--- config.mk ---
export PLATFORM = sky130hd
export DESIGN_NAME = fcws_lane_sync
export DESIGN_NICKNAME = d
export VERILOG_FILES = /design/src/rtl/fcws_pkg.sv /design/src/rtl/fcws_word_collect.sv /design/src/rtl/fcws_sync_fsm.sv /design/src/rtl/fcws_lane_sync.sv
export SDC_FILE = /design/constraint.sdc
export NUM_CORES = 1
export LEC_CHECK = 0
export ABC_AREA = 0
export BUFFER_PORTS_ARGS = -buffer_cell sky130_fd_sc_hd__buf_2
export CORE_UTILIZATION = 60
export CTS_CLUSTER_DIAMETER = 80
export DETAILED_ROUTE_END_ITERATION = 8
export PLACE_DENSITY = 0.85
export REMOVE_ABC_BUFFERS = 1
export SLEW_MARGIN = 5
export SYNTH_ARGS = -nofsm -noshare
export SYNTH_HDL_FRONTEND = slang
export SYNTH_SLANG_ARGS = --single-unit
--- constraint.sdc ---
create_clock -name clk -period 2.6 [get_ports clk]
set_input_delay 0.26 -clock clk [delete_from_list [all_inputs] [get_ports clk]]
set_output_delay 0.26 -clock clk [all_outputs]
set_load 0.03 [all_outputs]
--- src/rtl/fcws_pkg.sv ---
package fcws_pkg;

    typedef enum logic [1:0] {
        PH_LOST = 2'd0,
        PH_ACQ  = 2'd1,
        PH_LOCK = 2'd2
    } phase_e;

    typedef struct packed {
        logic comma;
        logic cv;
        logic rderr;
    } chr_flags_t;

    typedef struct packed {
        logic viol;
        logic ordset;
    } word_sum_t;

    function automatic logic char_is_bad(input chr_flags_t f, input logic first_pos);
        return f.cv | f.rderr | (f.comma & ~first_pos);
    endfunction

endpackage

--- src/rtl/fcws_word_collect.sv ---
module fcws_word_collect
    import fcws_pkg::*;
#(
    parameter int WORD_CHARS = 4
) (
    input  logic       clk,
    input  logic       rst,
    input  logic       clr,
    input  logic       chr_valid,
    input  logic       word_start,
    input  chr_flags_t flags,
    output logic       word_done,
    output word_sum_t  word_sum
);
    localparam int PW = (WORD_CHARS > 2) ? $clog2(WORD_CHARS) : 1;

    logic [PW-1:0] pos;
    logic [PW-1:0] idx;
    logic          acc_viol;
    logic          acc_comma0;
    logic          first_pos;
    logic          last_pos;
    logic          viol_now;
    logic          comma0_now;

    always_comb begin
        idx        = word_start ? '0 : pos;
        first_pos  = (idx == '0);
        last_pos   = (idx == PW'(WORD_CHARS - 1));
        viol_now   = (first_pos ? 1'b0 : acc_viol) | char_is_bad(flags, first_pos);
        comma0_now = first_pos ? flags.comma : acc_comma0;
    end

    always_ff @(posedge clk) begin
        if (rst || clr) begin
            pos        <= '0;
            acc_viol   <= 1'b0;
            acc_comma0 <= 1'b0;
            word_done  <= 1'b0;
            word_sum   <= '0;
        end else begin
            word_done <= 1'b0;
            if (chr_valid) begin
                if (last_pos) begin
                    pos             <= '0;
                    acc_viol        <= 1'b0;
                    acc_comma0      <= 1'b0;
                    word_done       <= 1'b1;
                    word_sum.viol   <= viol_now;
                    word_sum.ordset <= comma0_now & ~viol_now;
                end else begin
                    pos        <= idx + PW'(1);
                    acc_viol   <= viol_now;
                    acc_comma0 <= comma0_now;
                end
            end
        end
    end

    // a completed word needs several characters, so two never finish back to back
    a_r2_word_spacing: assert property (@(posedge clk) disable iff (rst)
        word_done |=> !word_done);

    // a word only completes on an accepted character
    a_r2_done_needs_char: assert property (@(posedge clk) disable iff (rst)
        word_done |-> $past(chr_valid));

endmodule

--- src/rtl/fcws_sync_fsm.sv ---
module fcws_sync_fsm
    import fcws_pkg::*;
#(
    parameter int ACQ_WORDS  = 3,
    parameter int VIOL_LIMIT = 4
) (
    input  logic      clk,
    input  logic      rst,
    input  logic      en,
    input  logic      word_done,
    input  word_sum_t word_sum,
    output logic      word_sync,
    output logic      los
);
    localparam int CMAX = (ACQ_WORDS > VIOL_LIMIT) ? ACQ_WORDS : VIOL_LIMIT;
    localparam int CW   = $clog2(CMAX + 1);

    typedef struct packed {
        phase_e        phase;
        logic [CW-1:0] cnt;
        logic          half;
    } st_t;

    st_t st;
    st_t nx;

    always_comb begin
        nx = st;
        if (word_done) begin
            unique case (st.phase)
                PH_LOST, PH_ACQ: begin
                    if (word_sum.viol) begin
                        nx.phase = PH_LOST;
                        nx.cnt   = '0;
                        nx.half  = 1'b0;
                    end else if (word_sum.ordset) begin
                        if (st.cnt == CW'(ACQ_WORDS - 1)) begin
                            nx.phase = PH_LOCK;
                            nx.cnt   = '0;
                        end else begin
                            nx.phase = PH_ACQ;
                            nx.cnt   = st.cnt + CW'(1);
                        end
                        nx.half = 1'b0;
                    end
                end
                PH_LOCK: begin
                    if (word_sum.viol) begin
                        if (st.cnt == CW'(VIOL_LIMIT - 1)) begin
                            nx.phase = PH_LOST;
                            nx.cnt   = '0;
                        end else begin
                            nx.cnt = st.cnt + CW'(1);
                        end
                        nx.half = 1'b0;
                    end else if (st.cnt != '0) begin
                        if (st.half) begin
                            nx.cnt  = st.cnt - CW'(1);
                            nx.half = 1'b0;
                        end else begin
                            nx.half = 1'b1;
                        end
                    end
                end
                default: begin
                    nx.phase = PH_LOST;
                    nx.cnt   = '0;
                    nx.half  = 1'b0;
                end
            endcase
        end
    end

    always_ff @(posedge clk) begin
        if (rst || !en) begin
            st.phase <= PH_LOST;
            st.cnt   <= '0;
            st.half  <= 1'b0;
        end else begin
            st <= nx;
        end
    end

    assign word_sync = (st.phase == PH_LOCK);
    assign los       = (st.phase == PH_LOST);

    // a cycle with the enable low leaves the lane lost
    a_r1_enable_forces_lost: assert property (@(posedge clk) disable iff (rst)
        !en |=> los);

    // the two flags are exclusive
    a_r9_flags_exclusive: assert property (@(posedge clk) disable iff (rst)
        !(word_sync && los));

    // without a completed word the state holds, unless forced lost
    a_r10_hold_between_words: assert property (@(posedge clk) disable iff (rst)
        !word_done |=> ($stable(st) || los));

    // acquisition takes more than one word, never lost straight to locked
    a_r5_no_direct_lock: assert property (@(posedge clk) disable iff (rst)
        los |=> !word_sync);

    // a violation at the last level drops the lane
    a_r7_last_violation_drops: assert property (@(posedge clk) disable iff (rst)
        (en && word_done && word_sum.viol && st.phase == PH_LOCK
         && st.cnt == CW'(VIOL_LIMIT - 1)) |=> los);

endmodule

--- src/rtl/fcws_lane_sync.sv ---
module fcws_lane_sync
    import fcws_pkg::*;
#(
    parameter int WORD_CHARS = 4,
    parameter int ACQ_WORDS  = 3,
    parameter int VIOL_LIMIT = 4
) (
    input  logic clk,
    input  logic rst,
    input  logic lsm_en,
    input  logic chr_valid,
    input  logic word_start,
    input  logic chr_comma,
    input  logic chr_cv,
    input  logic chr_rderr,
    output logic word_sync,
    output logic los
);
    chr_flags_t flags;
    logic       word_done;
    word_sum_t  word_sum;

    assign flags.comma = chr_comma;
    assign flags.cv    = chr_cv;
    assign flags.rderr = chr_rderr;

    fcws_word_collect #(
        .WORD_CHARS(WORD_CHARS)
    ) u_collect (
        .clk       (clk),
        .rst       (rst),
        .clr       (~lsm_en),
        .chr_valid (chr_valid),
        .word_start(word_start),
        .flags     (flags),
        .word_done (word_done),
        .word_sum  (word_sum)
    );

    fcws_sync_fsm #(
        .ACQ_WORDS (ACQ_WORDS),
        .VIOL_LIMIT(VIOL_LIMIT)
    ) u_fsm (
        .clk      (clk),
        .rst      (rst),
        .en       (lsm_en),
        .word_done(word_done),
        .word_sum (word_sum),
        .word_sync(word_sync),
        .los      (los)
    );

endmodule

Yosys cells after proc, flatten, opt, wreduce, memory -nomap -nowiden

Cells that the tools add are included.

Output and inout bits: 2
Bits in writable memories: 0
Latch bits: 0
Memories: 0
Input bits: 8
Bits in read-only memories: 0
Register bits after elaboration: 13

Eq/ne operators: 10
Muxes and demuxes: 18
Bitwise operators: 9
Divide/modulo/power cells: 0
Reductions and logical operators: 12
Add/sub/neg operators: 3
$mul: 0
Shift-type cells: 0
Order comparisons: 0

Operator list:

| cell                                                   | number |
|---|---|
| 2-to-1 mux 6 bit                                       | 2 |
| case mux 6 bit (2 select lines)                        | 1 |
| 2-to-1 mux 2 bit                                       | 4 |
| 2-to-1 mux 4 bit                                       | 2 |
| AND reduction 4 bit                                    | 2 |
| equality test 3 x 2 -> 1 bit (second input constant)   | 2 |
| 2-to-1 mux 1 bit                                       | 6 |
| 2-to-1 mux 3 bit                                       | 2 |
| inequality test 3 x 1 -> 1 bit (second input constant) | 2 |
| 2-to-1 mux 5 bit                                       | 1 |
| equality test 2 bit (second input constant)            | 2 |
| zero test 2 bit                                        | 2 |
| inequality test 2 x 1 -> 1 bit (second input constant) | 2 |
| inverter 1 bit                                         | 4 |
| OR reduction 2 bit                                     | 2 |
| adder 3 x 1 -> 3 bit (second input constant)           | 1 |
| inequality test 3 bit (second input constant)          | 1 |
| bitwise OR 1 bit                                       | 3 |
| AND reduction 3 bit                                    | 1 |
| nonzero test 3 bit                                     | 1 |
| subtractor 3 x 1 -> 3 bit (second input constant)      | 1 |
| adder 2 x 1 -> 2 bit (second input constant)           | 1 |
| AND 1 bit                                              | 2 |
| equality test 2 x 1 -> 1 bit (second input constant)   | 1 |
| 3 further kinds                                        | 4 |

Logic depth before layout (Yosys ltp)

Depth in word-level cells: 8
Mapped depth: 7
Mapped depth without buffers: 7

Cells and area by module

From an unflattened synthesis, not the netlist that was laid out.

Cells, all modules: 99
Area total of the unflattened synthesis: 872.1 µm²

By module, submodules not included:

| module            | area each (µm²) | times used | sequential area each (µm²) | cells an instance |
|---|---|---|---|---|
| fcws_sync_fsm     | 525.5           | 1          | 120.1                      | 62 |
| fcws_word_collect | 342.8           | 1          | 140.1                      | 36 |
| fcws_lane_sync    | 3.8             | 1          | 0.0                        | 1 |

Least setup slack after synthesis

Ideal clock, no wire load.

Kind: register -> register
Start point: reg u_collect.pos[0]
End point: reg u_collect.acc_viol
Path slack: 1.086 ns
Data arrival time: 1.443 ns
Required time: 2.529 ns
Stages on the path, launching flop included: 8
Library setup time: 0.071 ns
Path through: dfxtp_1 nor2b_1 inv_1 ha_1 o21ba_1 nor3_1 or3b_1 a21oi_1

Word-level cells in the longest chain between the ends: 7
Elaborated cells on any way between the ends: 9
Those cells by class: eq/ne (1); mux (3); bitwise (4); reduce/logical (1)

Ends and longest elaborated chain:

| element                | line                    | text |
|---|---|---|
| start, declared        | fcws_word_collect.sv:17 | `logic [PW-1:0] pos;` |
| start signal, assigned | fcws_word_collect.sv:52 | `pos <= idx + PW'(1);` |
| 2-to-1 mux 2 bit (*)   | fcws_word_collect.sv:27 | `idx = word_start ? '0 : pos;` |
| zero test 2 bit        | fcws_word_collect.sv:28 | `first_pos = (idx == '0);` |
| inverter 1 bit         | fcws_pkg.sv:21          | `return f.cv \| f.rderr \| (f.comma & ~first_pos);` |
| AND 1 bit              | fcws_pkg.sv:21          |  |
| bitwise OR 1 bit       | fcws_pkg.sv:21          |  |
| bitwise OR 1 bit       | fcws_word_collect.sv:30 | `viol_now = (first_pos ? 1'b0 : acc_viol) \| char_is_bad(flags, first_pos);` |
| 2-to-1 mux 1 bit (*)   | fcws_word_collect.sv:44 | `if (last_pos) begin` |
| end signal, assigned   | fcws_word_collect.sv:53 | `acc_viol <= viol_now;` |
| end, declared          | fcws_word_collect.sv:19 | `logic acc_viol;` |

Mark *: on every way between the ends. The rest lies on a longest branch, timed or not.
A chain may end at the register's enable or synchronous reset.

Worst setup path in the final report

Same ends and word-level chain as after synthesis.

==> qor.csv <==
stage,metric,value,unit
timing,period_share,65.1,%
clocking,cts_resized,0,
synthesis,synth.mux.area_fraction,4.67,%
global_route,antenna_found_initial,0,
route,wl_per_cell,13.4,µm
worst_setup_path,crit_type,reg -> reg,
synthesis,async_flop_share,0,%
floorplanning,die_h,39.8,µm
clocking,cts-hold-fix-buffers,0,
synthesis,synth.area.top_cells,"dfxtp_1 (30%), ha_1 (13%), a21oi_1 (5.3%), nor2_1 (4.8%), mux2i_1 (4.7%)",
placed_design,place_congestion,0.852,
global_route,grt_max_degree,15,
final_layout,area_growth,7.88,%
synthesis,synth_top_area_cell,dfxtp_1,
synthesis,synth_edf_count,0,
global_route,grt_overflow,0,
final_layout,final_nets,126,
floorplanning,initial_core_util,65.1,%
min_path,min_path_type,in -> reg,
clocking,cts-root-buf,clkbuf_4,
timing,worst_pin_slew,568,ps
floorplanning,ios,10,
run_status,status,"finished, final reports clean",
floorplanning,coreArea,1320,µm²
synthesis,netlist_instances,99,
floorplanning,die_x,39.8,µm
clocking,clock_sinks,13,
clocking,cts_setup_buffers,0,
pwr,leakage,0.373,nW
worst_setup_path,startpoint_type,flop,
clocking,cts_max_level,1,
worst_setup_path,crit_path_end_kind,flop,
timing,slew_headroom,61.9,%
route,drc,0,
clocking,cts_tree,yes,
route,avgViaCountPerCell,5.94,
route,dr_total_vias,731,
synthesis,synth_most_common_cell,dfxtp_1,
placed_design,port_buffers,9,
synthesis,syn_avg_cell_area,8.66,µm²
synthesis,synth_commonest_cells,"dfxtp_1 (13), nor2_1 (11), a21oi_1 (9), ha_1 (9), inv_1 (8)",
final_layout,antenna_cells,0,
timing,final.setup.tns,0,ps
synthesis,synth-simple-area-share,22.5,%
floorplanning,dieArea,1580,µm²
worst_setup_path,worst-path-max-fanout,3,
synthesis,synth_fa_ha_area_share,13.1,%
route,ant_nets,0,
worst_setup_path,cp_cell_sequence,nor2b_1 > inv_1 > ha_1 > o21ba_1 > nor3_1 > or3b_1 > a21oi_1,
timing,setup-violations-final,0,
synthesis,ys_warn_count,0,
worst_setup_path,worstPathArrival,1900,ps
route,drt_first_pass_iters,4,
route,drt_iter0_drc,19,
placed_design,dpl.hpwl,1240,µm
worst_setup_path,slowest_stage,dfxtp_1,
timing,period_needed,1690,ps
final_layout,final_util,70.2,%
synthesis,ys_seq_area_share,30.4,%
worst_setup_path,crit_buf_inv,1,
route,drt-total-wl,1640,µm
synthesis,ys_seq_elements,13,
synthesis,post_synth_num_cell_types,38,
clocking,clkLatencyLatePin,280,ps
synthesis,synth_top_family_by_area,simple AND/OR/NAND/NOR gates,
clocking,cts_made_buffers,3,
timing,rsz0062_at_grt,false,
worst_setup_path,rrSetupSlack,910,ps
synthesis,synth_xor_area_share,2.04,%
final_layout,layout-drive-gt1-share,19.4,%
synthesis,synthesis.area,857,µm²
placed_design,post-place-ws,928,ps
worst_setup_path,slowest_delay,350,ps
clocking,clock_path_buffers,2,
flow_run,max-cap-violations,0,
synthesis,synthFlopType,dfxtp_1,
worst_setup_path,crit_family,simple AND/OR/NAND/NOR gates,
global_route,grt_use_total,24.0,%
global_route,grt_pass1_wl,2570,µm
synthesis,synth_top_area_share,30.4,%
floorplanning,num_rows,13,
timing,worst_slack,909,ps
pwr,ir_drop,0.000349,V
timing,fmax,0.591,GHz
synthesis,synth_compound_area_share,20.6,%
pwr,p_per_area,387,nW/µm²
timing,finalHoldViolCount,0,
clocking,path_clk_slew,90,ps
worst_setup_path,crit_required,2810,ps
global_route,grt_pass1_vias,611,
timing,clock_skew,6.61,ps
timing,slew_violations,0,
==> routing by layer <==
metal	up-vias	global-route usage, %	routed length (µm)
li1	369	-	-
met1	336	33.1	795
met2	26	38.1	741
met3	0	3.98	105
met4	0	6.03	0
met5	-	0	0
==> cell type report <==
cell class              count  area (µm²)
multi-input cells          73         539
well taps                  15        18.8
flip-flops and latches     13         260
clock buffers               3        22.5
clock inverters             1        5.00
repair buffers              9        45.0
fillers                   113         393
inverters                   9        33.8
==> placed cells by master (no fill, tap or decap), drive strengths merged, types with 2 or more instances in the layout <==
master / synthesis / layout
buf: 3 / 9
o211ai: 2 / 2
a21oi: 9 / 9
nor4: 2 / 2
nor2b: 3 / 3
inv: 9 / 9
o21ai: 4 / 4
nor3: 4 / 4
a211oi: 4 / 4
nor2: 11 / 11
nand2b: 5 / 5
mux2i: 4 / 4
dfxtp: 13 / 13
nand2: 2 / 2
clkbuf: 1 / 3
nor3b: 2 / 2
ha: 9 / 9
==> worst reg2reg max path: cells and delay by family, from the launching register on <==
family | cells | cell delay [ps]
DFF | 1 | 350
and+or+nand+nor | 3 | 640
buffers and inverters | 1 | 70
adders and majority gates | 1 | 210
AOI/OAI and AO/OA | 2 | 360
==> worst paths after layout <==
kind,from,depth (start not counted),endpoint
worst max-delay path,u_collect.pos[0]$_SDFFE_PP0P_,7,u_collect.acc_viol$_SDFFE_PP0P_
worst min-delay path,chr_valid,2,u_collect.pos[0]$_SDFFE_PP0P_
worst max register to register,u_collect.pos[0]$_SDFFE_PP0P_,7,u_collect.acc_viol$_SDFFE_PP0P_
worst min register to register,u_collect.acc_viol$_SDFFE_PP0P_,2,u_collect.acc_viol$_SDFFE_PP0P_
==> stage by stage <==
stage | power [W] | instance area, µm² | cells | hold slack (ps)
after floorplan | 0.000217 | 833 | 95 | 355
after global placement | 0.000226 | 897 | 119 | 454
after detailed placement | 0.000227 | 897 | 119 | 467
after CTS | 0.000358 | 925 | 123 | 279
after global routing | 0.000365 | 925 | 123 | 324
final | 0.000358 | 925 | 123 | 294
==> flip-flops by register name (all words and copies together), names as in the netlist <==
signal	count
u_collect.pos	2
u_collect.acc_viol	1
u_fsm.st	6
u_collect.word_sum	2
u_collect.word_done	1
u_collect.acc_comma0	1
==> report_power, final <==
group          switching (W)  internal (W)
registers         0.00000127      0.000201
clock network      0.0000777     0.0000570
logic              0.0000113    0.00000960
==> cells by family after synthesis <==
kind of cell,after synthesis
buf+inv,13
mux,4
flops,13
fa+ha+maj,9
simple gates,33
compound gates,25
xor+xnor,2
Power figures use the tool's default switching activity.
